==> src/rtl/trap_pkg.sv <==
package trap_pkg;
    localparam int NUM_A   = 4;
    localparam int VEC_W   = $clog2(NUM_A + 1);
    localparam int NMI_BIT = 0;

    typedef enum logic [1:0] {
        SVC_IDLE,
        SVC_REC,
        SVC_FAIL
    } svc_state_e;

    typedef struct packed {
        logic             hit;
        logic [VEC_W-1:0] vec;
    } pick_t;

    // Lowest flag bit wins; vector is bit index plus one.
    function automatic pick_t pick_rec(input logic [NUM_A-1:0] pend);
        pick_t p;
        p.hit = 1'b0;
        p.vec = '0;
        for (int i = NUM_A - 1; i >= 0; i--) begin
            if (pend[i]) begin
                p.hit = 1'b1;
                p.vec = VEC_W'(i + 1);
            end
        end
        return p;
    endfunction
endpackage

==> src/rtl/trap_nmi_sync.sv <==
module trap_nmi_sync #(
    parameter int STAGES = 2
) (
    input  logic clk,
    input  logic rst,
    input  logic nmi_i,
    output logic rise_o
);
    logic [STAGES-1:0] sync_q;
    logic              last_q;

    always_ff @(posedge clk) begin
        if (rst) begin
            sync_q <= '0;
            last_q <= 1'b0;
        end else begin
            sync_q <= {sync_q[STAGES-2:0], nmi_i};
            last_q <= sync_q[STAGES-1];
        end
    end

    assign rise_o = sync_q[STAGES-1] & ~last_q;
endmodule

==> src/rtl/trap_flag_reg.sv <==
module trap_flag_reg #(
    parameter int NF = 7
) (
    input  logic          clk,
    input  logic          rst,
    input  logic [NF-1:0] set_i,
    input  logic          clr_we_i,
    input  logic [NF-1:0] clr_mask_i,
    output logic [NF-1:0] flags_o
);
    for (genvar g = 0; g < NF; g++) begin : g_bit
        logic bit_q;
        always_ff @(posedge clk) begin
            if (rst) begin
                bit_q <= 1'b0;
            end else if (set_i[g]) begin
                bit_q <= 1'b1;
            end else if (clr_we_i && clr_mask_i[g]) begin
                bit_q <= 1'b0;
            end
        end
        assign flags_o[g] = bit_q;
    end
endmodule

==> src/rtl/trap_dispatch.sv <==
module trap_dispatch
    import trap_pkg::*;
#(
    parameter int ADDR_W   = 16,
    parameter int NUM_FAIL = 3
) (
    input  logic                clk,
    input  logic                rst,
    input  logic [NUM_A-1:0]    rec_flags_i,
    input  logic [NUM_FAIL-1:0] fail_flags_i,
    input  logic                busy_i,
    input  logic                trap_ret_i,
    input  logic [ADDR_W-1:0]   next_pc_i,
    output logic                push_o,
    output logic [VEC_W-1:0]    vec_o,
    output logic [ADDR_W-1:0]   addr_o
);
    svc_state_e        state_q, state_n;
    pick_t             pick;
    logic              fail_pend, fire_fail, fire_rec, rec_free;
    logic              push_q;
    logic [VEC_W-1:0]  vec_q;
    logic [ADDR_W-1:0] addr_q;

    always_comb begin
        pick      = pick_rec(rec_flags_i);
        fail_pend = |fail_flags_i;
        fire_fail = fail_pend && (state_q != SVC_FAIL || trap_ret_i);
        rec_free  = (state_q == SVC_IDLE) || trap_ret_i;
        fire_rec  = !fail_pend && pick.hit && rec_free && !busy_i;
        state_n   = state_q;
        if (trap_ret_i) state_n = SVC_IDLE;
        if (fire_fail)     state_n = SVC_FAIL;
        else if (fire_rec) state_n = SVC_REC;
    end

    always_ff @(posedge clk) begin
        if (rst) begin
            state_q <= SVC_IDLE;
            push_q  <= 1'b0;
            vec_q   <= '0;
            addr_q  <= '0;
        end else begin
            state_q <= state_n;
            push_q  <= fire_fail || fire_rec;
            if (fire_fail || fire_rec) begin
                vec_q  <= fire_fail ? '0 : pick.vec;
                addr_q <= next_pc_i;
            end
        end
    end

    assign push_o = push_q;
    assign vec_o  = vec_q;
    assign addr_o = addr_q;
endmodule

==> src/rtl/trap_arbiter.sv <==
module trap_arbiter
    import trap_pkg::*;
#(
    parameter int ADDR_W   = 16,
    parameter int NUM_FAIL = 3,
    parameter int NF       = NUM_A + NUM_FAIL
) (
    input  logic                clk,
    input  logic                rst,
    input  logic                nmi_i,
    input  logic                mem_stage_i,
    input  logic [NUM_A-2:0]    rec_evt_i,
    input  logic [NUM_FAIL-1:0] fail_evt_i,
    input  logic                seq_busy_i,
    input  logic                io_rd_busy_i,
    input  logic [ADDR_W-1:0]   next_pc_i,
    input  logic                trap_ret_i,
    input  logic                clr_we_i,
    input  logic [NF-1:0]       clr_mask_i,
    output logic [NF-1:0]       flags_o,
    output logic                flush_o,
    output logic                push_o,
    output logic [ADDR_W-1:0]   push_addr_o,
    output logic [VEC_W-1:0]    vec_o
);
    logic          nmi_rise;
    logic [NF-1:0] set_vec;

    trap_nmi_sync #(.STAGES(2)) i_nmi (
        .clk    (clk),
        .rst    (rst),
        .nmi_i  (nmi_i),
        .rise_o (nmi_rise)
    );

    assign set_vec = {fail_evt_i, rec_evt_i & {(NUM_A-1){mem_stage_i}}, nmi_rise};

    trap_flag_reg #(.NF(NF)) i_flags (
        .clk        (clk),
        .rst        (rst),
        .set_i      (set_vec),
        .clr_we_i   (clr_we_i),
        .clr_mask_i (clr_mask_i),
        .flags_o    (flags_o)
    );

    trap_dispatch #(.ADDR_W(ADDR_W), .NUM_FAIL(NUM_FAIL)) i_disp (
        .clk          (clk),
        .rst          (rst),
        .rec_flags_i  (flags_o[NUM_A-1:0]),
        .fail_flags_i (flags_o[NF-1:NUM_A]),
        .busy_i       (seq_busy_i | io_rd_busy_i),
        .trap_ret_i   (trap_ret_i),
        .next_pc_i    (next_pc_i),
        .push_o       (push_o),
        .vec_o        (vec_o),
        .addr_o       (push_addr_o)
    );

    assign flush_o = push_o;
endmodule

==> config.mk <==
export PLATFORM = sky130hd
export DESIGN_NAME = trap_arbiter
export DESIGN_NICKNAME = d
export VERILOG_FILES = /design/src/rtl/trap_pkg.sv /design/src/rtl/trap_nmi_sync.sv /design/src/rtl/trap_flag_reg.sv /design/src/rtl/trap_dispatch.sv /design/src/rtl/trap_arbiter.sv
export SDC_FILE = /design/constraint.sdc
export NUM_CORES = 1
export LEC_CHECK = 0
export ABC_AREA = 1
export BUFFER_PORTS_ARGS = -buffer_cell sky130_fd_sc_hd__buf_2
export CAP_MARGIN = 20
export CELL_PAD_IN_SITES_DETAIL_PLACEMENT = 1
export CELL_PAD_IN_SITES_GLOBAL_PLACEMENT = 1
export CORE_UTILIZATION = 33
export DETAILED_ROUTE_END_ITERATION = 10
export PLACE_DENSITY_LB_ADDON = 0.3
export SYNTH_ARGS = -nofsm -noshare
export SYNTH_HDL_FRONTEND = slang
export SYNTH_HIERARCHICAL = 1
export SYNTH_SLANG_ARGS = --single-unit
==> constraint.sdc <==
create_clock -name clk -period 1.7 [get_ports clk]
set_input_delay 0.085 -clock clk [delete_from_list [all_inputs] [get_ports clk]]
set_output_delay 0.085 -clock clk [all_outputs]
set_load 0.1 [all_outputs]
==> summary.txt, run 1 <==
Synthesis
  • Post-Syn Area: 1590 um^2
  • Ys flop type: dfxtp_1
  • Area leader, netlist: dfxtp_1
  • Complex-gate fraction of the synthesized area: 0.131
  • Simple-gate share of the synthesized area: 0.286
  • Count leader, synth: nand2_1
  • Post-Synth XOR/XNOR Area: 0
  • Combinational family with the most area after synthesis: simple AND/OR/NAND/NOR gates
  • Synth top area share: 0.402
  • Post-Synthesis Net Count: 244
  • Post-Syn Instances: 207
  • Yosys cell types: 22
  • Seq/Total Area, Yosys: 0.402
  • Seq cells post-synth: 32
  • Syn_area_per_cell: ~7.7 um^2
  • Yosys warns: 6
  • Synth area leaders: dfxtp_1 (40%), nand2_1 (9.4%), inv_1 (9.0%), a21oi_1 (6.6%), nand3_2 (5.7%)
  • Post-synthesis mux area share: 0
  • Post-synth EDFFs: 0
  • Top post-synthesis cells by count: nand2_1 (40), inv_1 (38), dfxtp_1 (32), nor2_1 (24), a21oi_1 (21)
  • Ys async rst share: 0
  • Synth Area in Adders: 0

Power
  • VDD IR max: around 520 uV
  • Pleak: roughly 1.0 nW
  • Power density cells: 1150 nW/um^2

Finish
  • Final Util: 0.434
  • Share of cells above drive strength 1: 0.361
  • N_diodes: 0
  • Final Non-Filler Cells: 318
  • Final Cell Area: 1960 um^2
  • Area grow syn2layout: 22.8%
  • Fillers: 603
  • Fin nets: 302

Worst setup path
  • Largest stage delay, worst path: 550 ps
  • Startpoint types: flop
  • Worst EP arrival: 1700 ps
  • Most frequent CP cell: nand2_1
  • Crit path max fanout: 17
  • Element type at the critical path end: flop
  • CP Class: flop to flop
  • Required time of the critical path: 1910 ps
  • CP max stage cell: o21ai_4
  • Crit-path cells: nand2_1, o21ai_4, nand2_1, a21oi_1

CTS
  • CTS buffer count: 5
  • H-tree levels: 2
  • Root Driver: clkbuf_8
  • Num Clock Sinks: 32
  • CTS tree: done
  • Worst-path clk slew: 70 ps
  • Clock Latency Late Sink: 280 ps
  • Clock Tree Buf Depth: 2
  • # Post-CTS Setup Buffers: 0

STA
  • Final Critical Period: about 1500 ps
  • Max Slew Vio Count: 0
  • Fin crit share: 0.877
  • Clock skew: 6.27 ps
  • Fmax: around 670 MHz
  • Final hold vios: 0
  • Fin Setup TNS: 0 ps
  • Tightest Pin Transition: 594 ps
  • Unrepaired setup endpoints after global routing: false
  • Rel. slew slack: 0.603
  • Final setup viols: 0

Global route
  • Overall global routing resource usage: 0.160
  • Vias in the first global route: 1507
  • Busiest grt layer: met2
  • Wire length of the first global-routing pass: between 6 and 7 mm
  • Largest net degree at the start of global routing: 38
  • GR Util met3: 0.0380
  • Met2 Resource Use GR: 0.297
  • Initial antenna violation count: 0
  • Global-route track usage on met1: 0.175
  • Global route overflow: 0

Routing
  • Residual DRC: 0
  • Via count: 1433
  • Post-route ant nets: 0
  • DRT iter0 DRCs: 97
  • First-pass DRT Iterations: 4
  • Detailed Route WL: 3.73 mm
  • Routed WL per cell: 11.7 um
  • Vias per cell: 4.51

Placement
  • Placed Cells: 308
  • Port-buffer cells: 64
  • Area after DPL: 1840 um^2
  • Dpl hpwl: 2.56 mm
  • Routability cong.: 0.723

Die
  • Die Height: 71.5 um
  • IO Pins: 65
  • FP Rows: 24
  • Die X: 71.5 um
  • Die ar.: approximately 5000 um^2
  • Initial Utilization: 0.354
  • Core area: 4500 um^2

Min path
  • Hold crit path type: primary input to flop

Flow run
  • Max_cap viols: 0

Status
  • Status: finished clean
[logic make-up after synthesis]
kind of cell,count (synthesis)
and+or+nand+nor,89
DFF,32
AOI/OAI and AO/OA,32
buffers and inverters,54
[final timing paths]
| check | from | to | slack (ps) | cells past startpoint |
|---|---|---|---|---|
| max | i_disp/state_q[1]$_SDFFE_PP0P_ | i_disp/vec_o[0]$_SDFFE_PP0P_ | 210 | 4 |
| min reg2reg | i_nmi/sync_q[0]$_SDFF_PP0_ | i_nmi/sync_q[1]$_SDFF_PP0_ | 410 | 2 |
| min | next_pc_i[8] | i_disp/addr_o[8]$_SDFFE_PP0P_ | 20 | 3 |
| max reg2reg | i_disp/state_q[1]$_SDFFE_PP0P_ | i_disp/vec_o[0]$_SDFFE_PP0P_ | 210 | 4 |
[cell type report]
cell class                      instances  area (um^2)  share of cell area
Clock inverter                          2         10.0             0.00512
Inverter                               39          146              0.0749
Multi-Input combinational cell        122          681               0.348
Tap cell                               52         65.1              0.0333
Sequential cell                        32          641               0.328
Timing Repair Buffer                   65          330               0.169
Clock buffer                            6         82.6              0.0422
[stage by stage]
| step | hold WS, ps | setup slack (ps) | power (mW) |
|---|---|---|---|
| 2_1_floorplan | 147 | 195 | 1.54 |
| 3_3_place_gp | 284 | 1.43 | 1.63 |
| 3_5_place_dp | 295 | -71.3 | 1.65 |
| 4_1_cts | 14.3 | 89.6 | 2.27 |
| 5_1_grt | 36.8 | 70.9 | 2.35 |
| 6_report | 21.6 | 209 | 2.24 |
[routing by layer]
layer	routed length, um	vias to the layer above
met3	129	5
li1	-	740
met5	0	-
met1	1660	658
met4	53	0
met2	1880	30
[critical path: cells and delay by family, from the launching register on]
kind	cells	cell delay, ps
AO/OA/AOI/OAI	2	720
flip-flops	1	330
AND/OR/NAND/NOR	2	370
[registers in the layout (all words and copies together), names as in the netlist]
register and cells:
i_disp/push_o 1, i_disp/state_q 2, i_nmi/last_q 1, i_disp/vec_o 3
i_disp/addr_o 16, i_flags/g_bit.bit_q 7, i_nmi/sync_q 2
[what timing repair did]
item                                    CTS  global route
pin swaps                                 1             0
hold buffers                              1             0
endpoints found under the setup margin    4            10
gates resized for setup                   0             1
endpoints found under the hold margin     1             0
cloned                                    1             0
[power by group]
group	internal (mW)	switching, mW
clock network	0.323	0.284
registers	0.812	0.0349
logic	0.166	0.624
total	1.30	0.943
[placed cells by master, fill, tap and decap left out, drive strengths merged]
master,Yosys,layout
nand2,43,43
clkinv,1,3
o21ai,3,4
dlygate4sd3,0,1
a21oi,29,29
and3,1,1
buf,15,64
clkbuf,0,6
nand3,19,19
inv,38,38
nor2,26,26
dfxtp,32,32
Note: power is estimated with default switching activity, not from simulation.
==> inputs of run 2 (changes only) <==
- MAX_ROUTING_LAYER: default -> met4
- PLACE_DENSITY_LB_ADDON: 0.3 -> 0.25
==> run 2 against run 1 <==
Against the previous run:
- clock skew about the same
- power decreased by 0.44%
- fmax increased by 3.8%
- flip-flop and latch count did not move
- cell area increased by 0.38%
- clock power shrank 1%
- sequential power is essentially flat
- critical path type unchanged
- largest power group unchanged
- highest routed layer unchanged
==> summary.txt, run 2 (synthesis gave the netlist of run 1 again) <==
Finish
  • Multi-input logic area: 681 um^2
  • Commonest non-fill, non-tap cell in the layout: buf_2
  • Fillers: 595
  • Most frequent cells in the layout: buf_2 (64), nand2_1 (40), inv_1 (38)
  • Final Non-Filler Cells: 319
  • N_diodes: 0
  • Area grow syn2layout: 23.3%
  • Share of cells above drive strength 1: 0.363
  • Max reg flops: 16
  • Final Cell Area: 1960 um^2
  • Fin nets: between 300 and 400
  • Register area: 641 um^2
  • Final Util: 0.436

Worst setup path
  • Worst EP arrival: 1650 ps
  • Most frequent CP cell: nand2_1
  • Element type at the critical path end: flop
  • Largest stage delay, worst path: 510 ps
  • CP Class: flop to flop
  • Startpoint types: flop
  • Required time of the critical path: 1910 ps
  • Crit path max fanout: 17
  • Crit path buffers/inverters: 0
  • Crit-path cells: nand2_1, o21ai_4, nand2_1, a21oi_1
  • CP max stage cell: o21ai_4
  • Critical path's top delay family: compound AO/OA/AOI/OAI gates

CTS
  • Root Driver: clkbuf_8
  • H-tree levels: 2
  • # Post-CTS Setup Buffers: 0
  • CTS buffer count: 5
  • CTS tree: done
  • Worst-path clk slew: approximately 70 ps
  • Num Clock Sinks: 32
  • Clock Latency Late Sink: 280 ps
  • Clock Tree Buf Depth: 2

Flow run
  • Max_cap viols: 0

STA
  • Fin crit share: 0.845
  • Fin worst setup slack: 263 ps
  • Final Critical Period: 1440 ps
  • Final setup viols: 0
  • Rel. slew slack: 0.595
  • Max Slew Vio Count: 0
  • Unrepaired setup endpoints after global routing: false
  • Final hold vios: 0
  • Clock skew: 6.42 ps
  • Fmax: 696 MHz
  • Tightest Pin Transition: 606 ps

Placement
  • Dpl hpwl: 2.53 mm
  • Placed Cells: 309
  • Area after DPL: ~1800 um^2
  • Routability cong.: between 0.7 and 0.8
  • DP Worst Slack: -60.6 ps
  • Port-buffer cells: 64

Routing
  • Routed WL per cell: 11.1 um
  • DRT iter0 DRCs: between 40 and 50
  • Met1 WL: 1.64 mm
  • Met2 wire length: 1.70 mm
  • First-pass DRT Iterations: 3
  • Highest routed layer: met4
  • Vias per cell: 4.47
  • Residual DRC: 0
  • Via count: 1427
  • Post-route ant nets: 0
  • WL met3: around 170 um
  • Detailed Route WL: around 3.5 mm

Global route
  • Overall global routing resource usage: 0.159
  • Wire length of the first global-routing pass: between 6 and 7 mm
  • Vias in the first global route: 1401
  • Initial antenna violation count: 0
  • Global route overflow: 0
  • Largest net degree at the start of global routing: 38

Status
  • Status: finished clean

Die
  • Initial Utilization: 0.354
  • Core area: 4500 um^2
  • FP Rows: 24
  • IO Pins: 65
  • Die ar.: 5110 um^2
  • Die X: 71.5 um
  • Die Height: approximately 70 um

Power
  • Pleak: around 1.0 nW
  • Power density cells: 1140 nW/um^2
  • VDD IR max: 561 uV

Min path
  • Hold crit path type: primary input to flop
==> run 2: tightest hold or removal path: cells and delay by family <==
family	cells	cell delay (ps)
simple gates	1	80
compound gates	1	30
buf+inv	1	80
==> run 2: routing by layer <==
layer | vias up | GRT usage
met5 | - | -
met4 | 0 | 0.0588
met3 | 4 | 0.0394
met2 | 31 | 0.265
met1 | 649 | 0.188
li1 | 743 | -
==> run 2: timing repair <==
item / CTS / global route
hold buffers: 0 / 1
pin swaps: 1 / 0
endpoints found under the hold margin: 0 / 1
resized for setup: 0 / 1
cloned: 1 / 0
setup endpoints to repair: 4 / 9
==> run 2: cell type report <==
class                           instances  area share
Clock inverter                          2     0.00510
Clock buffer                            6      0.0421
Tap cell                               52      0.0331
Timing Repair Buffer                   66       0.172
Sequential cell                        32       0.326
Inverter                               39      0.0746
Multi-Input combinational cell        122       0.347
==> run 2: per-stage QoR <==
stage	hold WS [ps]	setup TNS [ps]	power [mW]
3_3_place_gp	290	-0.666	1.64
2_1_floorplan	147	0	1.54
6_report	19.4	0	2.23
4_1_cts	1.51	0	2.26
3_5_place_dp	300	-206	1.65
5_1_grt	24.1	0	2.35
==> run 2: path summary, 6_finish.rpt <==
path,startpoint,endpoint,slack [ps],depth (start not counted)
hold reg to reg,i_nmi/sync_q[0]$_SDFF_PP0_,i_nmi/sync_q[1]$_SDFF_PP0_,420,2
setup reg to reg,i_disp/state_q[1]$_SDFFE_PP0P_,i_disp/vec_o[0]$_SDFFE_PP0P_,260,4
setup / recovery,i_disp/state_q[1]$_SDFFE_PP0P_,i_disp/vec_o[0]$_SDFFE_PP0P_,260,4
hold / removal,next_pc_i[8],i_disp/addr_o[8]$_SDFFE_PP0P_,20,3
==> run 2: where the power goes <==
group / internal [mW] / total [mW] / switching (mW)
Clock: 0.323 / 0.598 / 0.276
Sequential: 0.812 / 0.845 / 0.0330
Combinational: 0.167 / 0.790 / 0.623
Total: 1.30 / 2.23 / 0.931
==> inputs of run 3 (changes only) <==
- ABC_AREA: 1 -> 0
- CORE_UTILIZATION: 33 -> 30
- clock period: 1.7 -> 1.2 ns (I/O delays scaled with it)
==> run 3 against run 2 <==
Against the previous run:
- the run now ends with design-rule violations, negative setup slack left
- synthesized area fell by 10%
- worst setup slack got worse by 460 ps
- critical path depth is 2 higher
- die area fell by 1.4%
- register-to-register slack lost 460 ps
- non-clock buffer count rose by 22
- highest routed layer unchanged
==> summary.txt, run 3 <==
Worst setup path
  • CP Class: flop to flop
  • Crit path buffers/inverters: 2
  • R2R Path End: i_disp/addr_o[6]$_SDFFE_PP0P_
  • Reg2reg start: i_flags/g_bit[2].bit_q$_SDFFE_PP0P_
  • Critical path's top delay family: compound AO/OA/AOI/OAI gates
  • Required time of the critical path: 1410 ps
  • Worst EP arrival: 1600 ps
  • Reg2reg setup slack: -190 ps
  • CP max stage cell: dfxtp_2
  • Crit path max fanout: 9
  • Element type at the critical path end: flop
  • Crit-path cells: nor4_4, o21a_1, a311oi_4, buf_4, buf_12, mux2i_1
  • Startpoint types: flop
  • R2R cell count: 6
  • Largest stage delay, worst path: 350 ps

STA
  • Tightest Pin Transition: ~500 ps
  • Final Critical Period: 1390 ps
  • Rel. slew slack: 0.670
  • Final setup viols: 21
  • Fin crit share: 1.16
  • Fmax: 718 MHz
  • Max Slew Vio Count: 0
  • Final hold vios: 0
  • Unrepaired setup endpoints after global routing: true
  • Clock skew: 2.88 ps
  • Fin worst setup slack: -193 ps

CTS
  • Clock Tree Buf Depth: 2
  • CTS tree: done
  • H-tree levels: 2
  • Worst-path clk slew: roughly 70 ps
  • Root Driver: clkbuf_8
  • Clock Latency Late Sink: about 290 ps
  • Num Clock Sinks: 32
  • CTS buffer count: 5

Die
  • Die ar.: between 5000 and 6000 um^2
  • Die X: 71.0 um
  • Die Height: approximately 71 um
  • IO Pins: 65
  • FP Rows: 24
  • Initial Utilization: 0.319
  • Core area: around 4500 um^2

Synthesis
  • Seq cells post-synth: 32
  • Post-Synthesis Net Count: 183
  • Yosys cell types: 24
  • Post-Syn Instances: 146
  • Top post-synthesis cells by count: nand2b_1 (33), dfxtp_1 (32), mux2i_1 (17), nor2_1 (12), inv_1 (9)
  • Yosys warns: 6
  • Count leader, synth: nand2b_1
  • Ys async rst share: 0
  • Synth area leaders: dfxtp_1 (45%), nand2b_1 (14%), mux2i_1 (12%), a311oi_1 (4.3%), buf_4 (4.2%)
  • Post-Syn Area: roughly 1400 um^2
  • Post-synth EDFFs: 0
  • Area leader, netlist: dfxtp_1
  • Synth top area share: 0.449
  • Syn_area_per_cell: 9.78 um^2
  • Seq/Total Area, Yosys: 0.449
  • Ys flop type: dfxtp_1

Routing
  • Routed WL per cell: 14.1 um
  • Via count: around 1300
  • Residual DRC: 3
  • Vias per cell: 4.69
  • DRT iter0 DRCs: 54
  • Post-route ant nets: 0
  • First-pass DRT Iterations: 9
  • Detailed Route WL: 3.97 mm

Finish
  • Area grow syn2layout: 54.3%
  • Most frequent cells in the layout: buf_2 (56), nand2b_1 (32), dfxtp_1 (24)
  • Final Util: 0.492
  • Share of cells above drive strength 1: 0.463
  • Commonest non-fill, non-tap cell in the layout: buf_2
  • Max reg flops: 16
  • N_diodes: 0
  • Fin nets: 266

Status
  • Failing checks: design-rule violations, negative setup slack
  • Status: finished, violations left

Flow run
  • Max_cap viols: 0

Min path
  • Hold crit path type: primary input to flop
  • Hold Crit Depth: 2
  • Hold EP: i_nmi/sync_q[0]$_SDFF_PP0_
  • Hold Startpoint: nmi_i

Power
  • Power density cells: 1480 nW/um^2
  • Logic pwr share: 0.355
  • Net Sw Frac: 0.380
  • Pleak: 1.04 nW
  • Reg power frac: 0.368
  • VDD IR max: 779 uV
  • Int Power: 2.02 mW
  • Switching pwr: 1.24 mW
  • Clock power frac: 0.277

Placement
  • Routability cong.: between 0.7 and 0.8
  • DP Worst Slack: -236 ps
  • Dpl hpwl: about 2.8 mm
  • Port-buffer cells: 64

Global route
  • Wire length of the first global-routing pass: 6.55 mm
  • Largest net degree at the start of global routing: 37
  • Global route overflow: 0
  • Initial antenna violation count: 0
  • Overall global routing resource usage: 0.179
  • Vias in the first global route: 1378
[run 3: cell count changes in the layout (fill, tap and decap cells not counted), moves of 9 or more]
cell	change
nand2b_1	+32
a21oi_1	-18
nand2_1	-39
nor2_1	-13
inv_1	-29
mux2i_1	+17
nand3_2	-9
nand3_1	-10
buf_4	+14
[run 3: layer usage]
layer | part of all wire | track usage
met1 | 0.41 | 0.186
met2 | 0.52 | 0.316
met3 | 0.054 | 0.0541
met5 | 0 | -
met4 | 0.018 | 0.0667
[run 3: final cells by class]
class | count | area [um^2]
Clock buffer | 7 | 96.3
Tap cell | 52 | 65.1
Multi-Input combinational cell | 93 | 714
Fill cell | 509 | 2270
Inverter | 9 | 33.8
Timing Repair Buffer | 88 | 642
Sequential cell | 32 | 651
[run 3: kinds of logic (layout without fill, tap and decap cells)]
group / after synthesis / in the layout / synth area share
flops: 32 / 32 / 0.449
mux: 17 / 17 / 0.119
buf+inv: 21 / 104 / 0.0841
simple gates: 60 / 60 / 0.252
compound gates: 16 / 16 / 0.0964
[run 3: worst max-delay path by stage]
stage	cells past startpoint	slack [ps]	endpoint	start
3_3_place_gp	5	-120	i_disp/push_o$_SDFF_PP0_	i_flags/g_bit[4].bit_q$_SDFFE_PP0P_
3_5_place_dp	4	-240	i_disp/vec_o[1]$_SDFFE_PP0P_	i_flags/g_bit[6].bit_q$_SDFFE_PP0P_
5_1_grt	6	-260	i_disp/addr_o[13]$_SDFFE_PP0P_	i_flags/g_bit[2].bit_q$_SDFFE_PP0P_
4_1_cts	6	-210	i_disp/addr_o[6]$_SDFFE_PP0P_	i_flags/g_bit[4].bit_q$_SDFFE_PP0P_
6_report	6	-190	i_disp/addr_o[6]$_SDFFE_PP0P_	i_flags/g_bit[2].bit_q$_SDFFE_PP0P_
2_1_floorplan	6	-460	i_disp/addr_o[10]$_SDFFE_PP0P_	i_flags/g_bit[2].bit_q$_SDFFE_PP0P_
[run 3: through the flow]
step	setup TNS (ps)	hold slack [ps]	total power, mW	instances	instance area (um^2)
finish	-3200	10.7	3.25	281	2200
global route	-4620	24.6	3.39	281	2200
CTS	-3640	5.29	3.30	281	2200
detailed placement	-3150	262	2.32	262	1960
global placement	-2190	258	2.29	262	1960
floorplan	-7430	131	2.10	146	1540
[run 3: what timing repair did]
item | 4_1_cts | 5_1_grt
pin swaps | 3 | 2
hold buffers | 7 | 0
gates resized for setup | 5 | 6
endpoints found under the hold margin | 7 | 0
setup endpoints to repair | 21 | 22
buffers inserted | 4 | 2
gates cloned | 1 | 0
[run 3: power by group through the flow]
stage	Sequential, mW	Combinational (mW)	Clock [mW]
after floorplan	1.64	0.454	0
after global placement	1.22	1.08	0
after detailed placement	1.22	1.10	0
after CTS	1.20	1.18	0.924
after global routing	1.21	1.20	0.983
final	1.20	1.15	0.903
